[src/rtl/clc_pkg.sv]
package clc_pkg;
    typedef enum logic [1:0] {
        ST_IDLE  = 2'd0,
        ST_ALIGN = 2'd1,
        ST_WALK  = 2'd2
    } clc_state_e;
endpackage

[src/rtl/clc_hash.sv]
module clc_hash #(
    parameter int          W   = 8,
    parameter logic [W-1:0] KEY = '0
) (
    input  logic [W-1:0] x,
    output logic [W-1:0] h
);
    localparam int SQW = 2 * W;
    logic [SQW-1:0] sq;

    always_comb begin
        sq = {{W{1'b0}}, x} * {{W{1'b0}}, x};
        h  = sq[W-1:0] ^ KEY;
    end
endmodule

[src/rtl/clc_count_order.sv]
module clc_count_order #(
    parameter int C = 8
) (
    input  logic [C-1:0] ca,
    input  logic [C-1:0] cb,
    output logic         a_longer,
    output logic [C-1:0] diff,
    output logic [C-1:0] shorter
);
    always_comb begin
        a_longer = (ca > cb);
        diff     = a_longer ? (ca - cb) : (cb - ca);
        shorter  = a_longer ? cb : ca;
    end
endmodule

[src/rtl/chain_collision_locator.sv]
module chain_collision_locator #(
    parameter int          W   = 8,
    parameter int          C   = 8,
    parameter logic [W-1:0] KEY = 8'h5B
) (
    input  logic         clk,
    input  logic         rst_n,
    input  logic         start,
    input  logic [W-1:0] seed_a,
    input  logic [C-1:0] cnt_a,
    input  logic [W-1:0] seed_b,
    input  logic [C-1:0] cnt_b,
    output logic         busy,
    output logic         done,
    output logic         found,
    output logic [W-1:0] pair_a,
    output logic [W-1:0] pair_b,
    output logic [W-1:0] pair_hash
);
    import clc_pkg::*;

    localparam int NCH = 2;

    typedef struct packed {
        clc_state_e   state;
        logic [W-1:0] xa;
        logic [W-1:0] xb;
        logic [C-1:0] diff;
        logic         adv_a;
        logic [C-1:0] bound;
        logic [C-1:0] iter;
        logic         done;
        logic         found;
        logic [W-1:0] res_a;
        logic [W-1:0] res_b;
        logic [W-1:0] res_h;
    } regs_t;

    regs_t r_q, r_d;

    logic [W-1:0] cur   [NCH];
    logic [W-1:0] nxt   [NCH];
    logic         a_longer;
    logic [C-1:0] cnt_diff;
    logic [C-1:0] cnt_short;

    assign cur[0] = r_q.xa;
    assign cur[1] = r_q.xb;

    for (genvar g = 0; g < NCH; g++) begin : g_hash
        clc_hash #(.W(W), .KEY(KEY)) i_hash (
            .x (cur[g]),
            .h (nxt[g])
        );
    end

    clc_count_order #(.C(C)) i_order (
        .ca       (cnt_a),
        .cb       (cnt_b),
        .a_longer (a_longer),
        .diff     (cnt_diff),
        .shorter  (cnt_short)
    );

    always_comb begin
        r_d      = r_q;
        r_d.done = 1'b0;
        unique case (r_q.state)
            ST_IDLE: begin
                if (start) begin
                    r_d.state = ST_ALIGN;
                    r_d.xa    = seed_a;
                    r_d.xb    = seed_b;
                    r_d.diff  = cnt_diff;
                    r_d.adv_a = a_longer;
                    r_d.bound = cnt_short;
                    r_d.iter  = '0;
                    r_d.found = 1'b0;
                    r_d.res_a = '0;
                    r_d.res_b = '0;
                    r_d.res_h = '0;
                end
            end
            ST_ALIGN: begin
                if (r_q.diff == '0) begin
                    r_d.state = ST_WALK;
                end else begin
                    r_d.diff = r_q.diff - 1'b1;
                    if (r_q.adv_a) r_d.xa = nxt[0];
                    else           r_d.xb = nxt[1];
                end
            end
            ST_WALK: begin
                if (r_q.xa == r_q.xb || r_q.iter == r_q.bound) begin
                    r_d.state = ST_IDLE;
                    r_d.done  = 1'b1;
                    r_d.found = 1'b0;
                end else if (nxt[0] == nxt[1]) begin
                    r_d.state = ST_IDLE;
                    r_d.done  = 1'b1;
                    r_d.found = 1'b1;
                    r_d.res_a = r_q.xa;
                    r_d.res_b = r_q.xb;
                    r_d.res_h = nxt[0];
                end else begin
                    r_d.xa   = nxt[0];
                    r_d.xb   = nxt[1];
                    r_d.iter = r_q.iter + 1'b1;
                end
            end
            default: r_d.state = ST_IDLE;
        endcase
    end

    always_ff @(posedge clk or negedge rst_n) begin
        if (!rst_n) begin
            r_q <= '0;
        end else begin
            r_q <= r_d;
        end
    end

    assign busy      = (r_q.state != ST_IDLE);
    assign done      = r_q.done;
    assign found     = r_q.found;
    assign pair_a    = r_q.res_a;
    assign pair_b    = r_q.res_b;
    assign pair_hash = r_q.res_h;

    function automatic logic [W-1:0] ref_hash(input logic [W-1:0] v);
        logic [2*W-1:0] p;
        p = {{W{1'b0}}, v} * {{W{1'b0}}, v};
        return p[W-1:0] ^ KEY;
    endfunction

    assert_done_pulse_R8: assert property (@(posedge clk) disable iff (!rst_n)
        done |=> !done);
    assert_busy_drop_R8: assert property (@(posedge clk) disable iff (!rst_n)
        done |-> !busy);
    assert_pair_distinct_R4: assert property (@(posedge clk) disable iff (!rst_n)
        (done && found) |-> (pair_a != pair_b));
    assert_pair_hash_R4: assert property (@(posedge clk) disable iff (!rst_n)
        (done && found) |-> (ref_hash(pair_a) == pair_hash && ref_hash(pair_b) == pair_hash));
    assert_nocoll_clear_R6: assert property (@(posedge clk) disable iff (!rst_n)
        (done && !found) |-> (pair_a == '0 && pair_b == '0 && pair_hash == '0));
    assert_aligned_R3: assert property (@(posedge clk) disable iff (!rst_n)
        (r_q.state == ST_WALK) |-> (r_q.diff == '0));
    assert_step_bound_R7: assert property (@(posedge clk) disable iff (!rst_n)
        (r_q.state == ST_WALK) |-> (r_q.iter <= r_q.bound));
    assert_no_reload_R2: assert property (@(posedge clk) disable iff (!rst_n)
        (busy && $past(busy)) |-> ($stable(r_q.bound) && $stable(r_q.adv_a)));
endmodule

[config.mk]
export PLATFORM = sky130hd
export DESIGN_NAME = chain_collision_locator
export DESIGN_NICKNAME = d
export VERILOG_FILES = /design/src/rtl/clc_pkg.sv /design/src/rtl/clc_hash.sv /design/src/rtl/clc_count_order.sv /design/src/rtl/chain_collision_locator.sv
export SDC_FILE = /design/constraint.sdc
export NUM_CORES = 1
export LEC_CHECK = 0
export CORE_MARGIN = 3
export CORE_UTILIZATION = 62
export DETAILED_ROUTE_END_ITERATION = 6
export PLACE_DENSITY = 0.87
export SETUP_SLACK_MARGIN = 0.05
export SYNTH_ARGS = -nofsm -noshare
export SYNTH_HDL_FRONTEND = slang
export SYNTH_SLANG_ARGS = --single-unit
[constraint.sdc]
create_clock -name clk -period 13.4 [get_ports clk]
set_input_delay 1.34 -clock clk [delete_from_list [all_inputs] [get_ports clk]]
set_output_delay 1.34 -clock clk [all_outputs]
set_load 0.005 [all_outputs]
==> metrics.cfg <==
[worst_setup_path]
crit_required_ps=13640
worst_ep_arrival_time_ps=5480
critPathTopFamily=adder cells
crit_path_cells=nand2_1 -> xnor2_1 -> ha_1 -> a21oi_1 -> fa_1 -> inv_1 -> ha_1 -> inv_1 -> fa_1 -> inv_1 -> ha_1 -> a21o_1 -> a21oi_1 -> xnor3_1 -> xnor2_2 -> a41o_1 -> nand2_2 -> a22o_1
worst-setup-path-type=reg -> reg
worstSetupPathDepth=18
worst_setup_sp_type=flop
cp_num_buf_inv=3
critPathSlowestCell=sky130_fd_sc_hd__dfrtp_1
cp_max_fo=23
end_kind=flop
cpPeakStageDelay_ps=560
timing.reg2reg.worst_path_depth=18

[job]
max-cap-violations=0

[timing]
relSlewSlack_pct=41.9
final.setup.worst_slack_ps=8160
period_minus_slack_ps=5240
final.setup.tns_ps=0
drv_slew=0
setup_repair_after_global_routing_missed_its_margin=no
timing_worst_slew_pin_value_ps=872
fraction_of_the_cycle_the_final_worst_path_needs_pct=39.1
setup_violations=0
fmax_mhz=191
final.setup_skew_ps=14.3
timing_hold_violations_final=0

[clock_tree]
clk_path_buf_depth=2
worstSkewPairLatency_ps=360
post_cts_resize_count=0
clock-root-buffer=sky130_fd_sc_hd__clkbuf_8
cts_buffers=9
tritoncts=built
clkTransAtPathRegs_ps=80
cts_num_sinks=69
h_tree_depth=3
cts_hold_repair.buffers=0
postCtsSetupBuffers=0

[global_route]
grt_antenna_before_repair=0
grt-ovfl-total=0
grt_start_max_net_pins=70
grt_first_pass_wirelength_mm=22.7
gr-usage-all-layers_pct=28.0
grt_pass1_vias=4749

[finish]
area_growth_syn_to_layout_pct=13.1
final.fill_count=624
layout.cells.most_common_list=69 x sky130_fd_sc_hd__dfrtp_1, 63 x sky130_fd_sc_hd__inv_1, 60 x sky130_fd_sc_hd__clkdlybuf4s50_1, 46 x sky130_fd_sc_hd__nand2_1, 44 x sky130_fd_sc_hd__ha_1
regArea_um2=1730
layout.cells.most_common=sky130_fd_sc_hd__dfrtp_1
layout-drive-gt1-share_pct=8.70
multi_input_gate_area_um2=3410
antenna-diode-count=0
num-nets-final=720

[placement]
detailedPlacementHpwl_mm=10.3
buffers_added_on_ports=61
post_place_setup_slack_ps=8320
place.gp.congestion=0.929

[logic_synthesis]
postSynthRegisterBits=69
synth-main-ff-cell=sky130_fd_sc_hd__dfrtp_1
yosys_cell_types=68
synth-warning-count=0
synth-edff-count=0
syn-mean-instance-area_um2=9.56
synth_cells=592
synth_area_um2=5660
yosysSeqAreaShare_pct=30.5
synth_async_sr_flop_share_pct=100

[hold_path]
whs_path_depth=1
worstHoldPathType=reg -> reg

[floorplanning]
core.rowCount=34
die_outline_width_um=102
pin_count=62
chip_height_um=102
design.core.area_um2=8810
initial_core_util_pct=64.2
die_area_um2=10300

[status]
run_status=finished clean

[drt]
vias_per_cell=6.13
drc=0
drt-initial-drc-count=252
dr.pass1.iters=5
drtAntennaViolNets=0
dr_total_vias=4538
drt_wl_total_mm=13.7
wl_per_cell_um=18.6

-- Yosys cell counts (5+ instances only) --
cell type / instances / share of area, %
sky130_fd_sc_hd__a211oi_1: 5 / 0.66
sky130_fd_sc_hd__a21o_1: 9 / 1.2
sky130_fd_sc_hd__a21oi_1: 29 / 2.6
sky130_fd_sc_hd__a22o_1: 24 / 3.7
sky130_fd_sc_hd__a31oi_1: 7 / 0.77
sky130_fd_sc_hd__and2_1: 13 / 1.4
sky130_fd_sc_hd__buf_2: 6 / 0.53
sky130_fd_sc_hd__buf_4: 24 / 3.2
sky130_fd_sc_hd__clkbuf_1: 11 / 0.73
sky130_fd_sc_hd__dfrtp_1: 69 / 31
sky130_fd_sc_hd__fa_1: 14 / 5.0
sky130_fd_sc_hd__ha_1: 44 / 9.7
sky130_fd_sc_hd__inv_1: 63 / 4.2
sky130_fd_sc_hd__mux2_4: 12 / 3.2
sky130_fd_sc_hd__mux2i_1: 12 / 2.1
sky130_fd_sc_hd__nand2_1: 46 / 3.1
sky130_fd_sc_hd__nand3_1: 9 / 0.80
sky130_fd_sc_hd__nor2_1: 15 / 1.0
sky130_fd_sc_hd__nor2b_1: 5 / 0.55
sky130_fd_sc_hd__nor3_1: 6 / 0.53
sky130_fd_sc_hd__nor4_1: 7 / 0.77
sky130_fd_sc_hd__o21a_1: 5 / 0.66
sky130_fd_sc_hd__o21ai_0: 30 / 2.7
sky130_fd_sc_hd__o31ai_1: 8 / 1.1
sky130_fd_sc_hd__xnor2_1: 16 / 2.5
sky130_fd_sc_hd__xor2_1: 25 / 3.9
-- layer usage --
metal	vias up	track usage (%)	part of all wire (%)	wire length [µm]
met1	2192	31.8	39	5410
met3	46	3.99	5.4	736
met2	185	50.9	51	7030
met4	0	13.9	4.0	556
met5	-	0	0	0
li1	2115	-	-	-
-- state kept, by name (all words and copies together), names as in the netlist --
| register | count |
|---|---|
| cur | 16 |
| r_q | 27 |
| found | 1 |
| done | 1 |
| pair_b | 8 |
| pair_a | 8 |
| pair_hash | 8 |
-- area by class of cell --
class                           instances  area share [%]
Inverter                               63            3.70
Multi-Input combinational cell        418            53.3
Clock buffer                           11            2.21
Sequential cell                        69            27.0
Clock inverter                          5            1.66
Tap cell                              108            2.11
Timing Repair Buffer                   66            10.1
-- per-stage QoR --
stage / area (µm²) / utilization [%] / hold WS, ps / instances
3_3_place_gp: 6150 / 69.8 / 469 / 724
2_1_floorplan: 5670 / - / 448 / 595
3_5_place_dp: 6150 / 69.8 / 477 / 724
4_1_cts: 6400 / 72.6 / 499 / 740
6_report: 6400 / 72.6 / 497 / 740
5_1_grt: 6400 / 72.6 / 516 / 740
-- final timing paths --
check	startpoint	end	slack [ps]
setup / recovery	cur[11]$_DFFE_PN0P_	pair_a[6]$_DFFE_PN0P_	8160
hold / removal	pair_hash[3]$_DFFE_PN0P_	pair_hash[3]$_DFFE_PN0P_	500
setup reg to reg	cur[11]$_DFFE_PN0P_	pair_a[6]$_DFFE_PN0P_	8160
hold reg to reg	pair_hash[3]$_DFFE_PN0P_	pair_hash[3]$_DFFE_PN0P_	500
max in group asynchronous	rst_n	r_q[49]$_DFFE_PN0P_	11640
min in group asynchronous	rst_n	pair_a[2]$_DFFE_PN0P_	1150
-- kinds of logic after synthesis --
group	Yosys count	synth area share, %
AOI/OAI and AO/OA	154	19.7
and+or+nand+nor	130	12.1
buffers and inverters	108	9.42
DFF	69	30.5
adders and majority gates	58	14.7
xor gates and xnor gates	44	7.45
muxes	28	6.10
other	1	0.0663
Power is not shown: default switching activity piles up to over one toggle a cycle in this logic, so the estimate is an artifact.
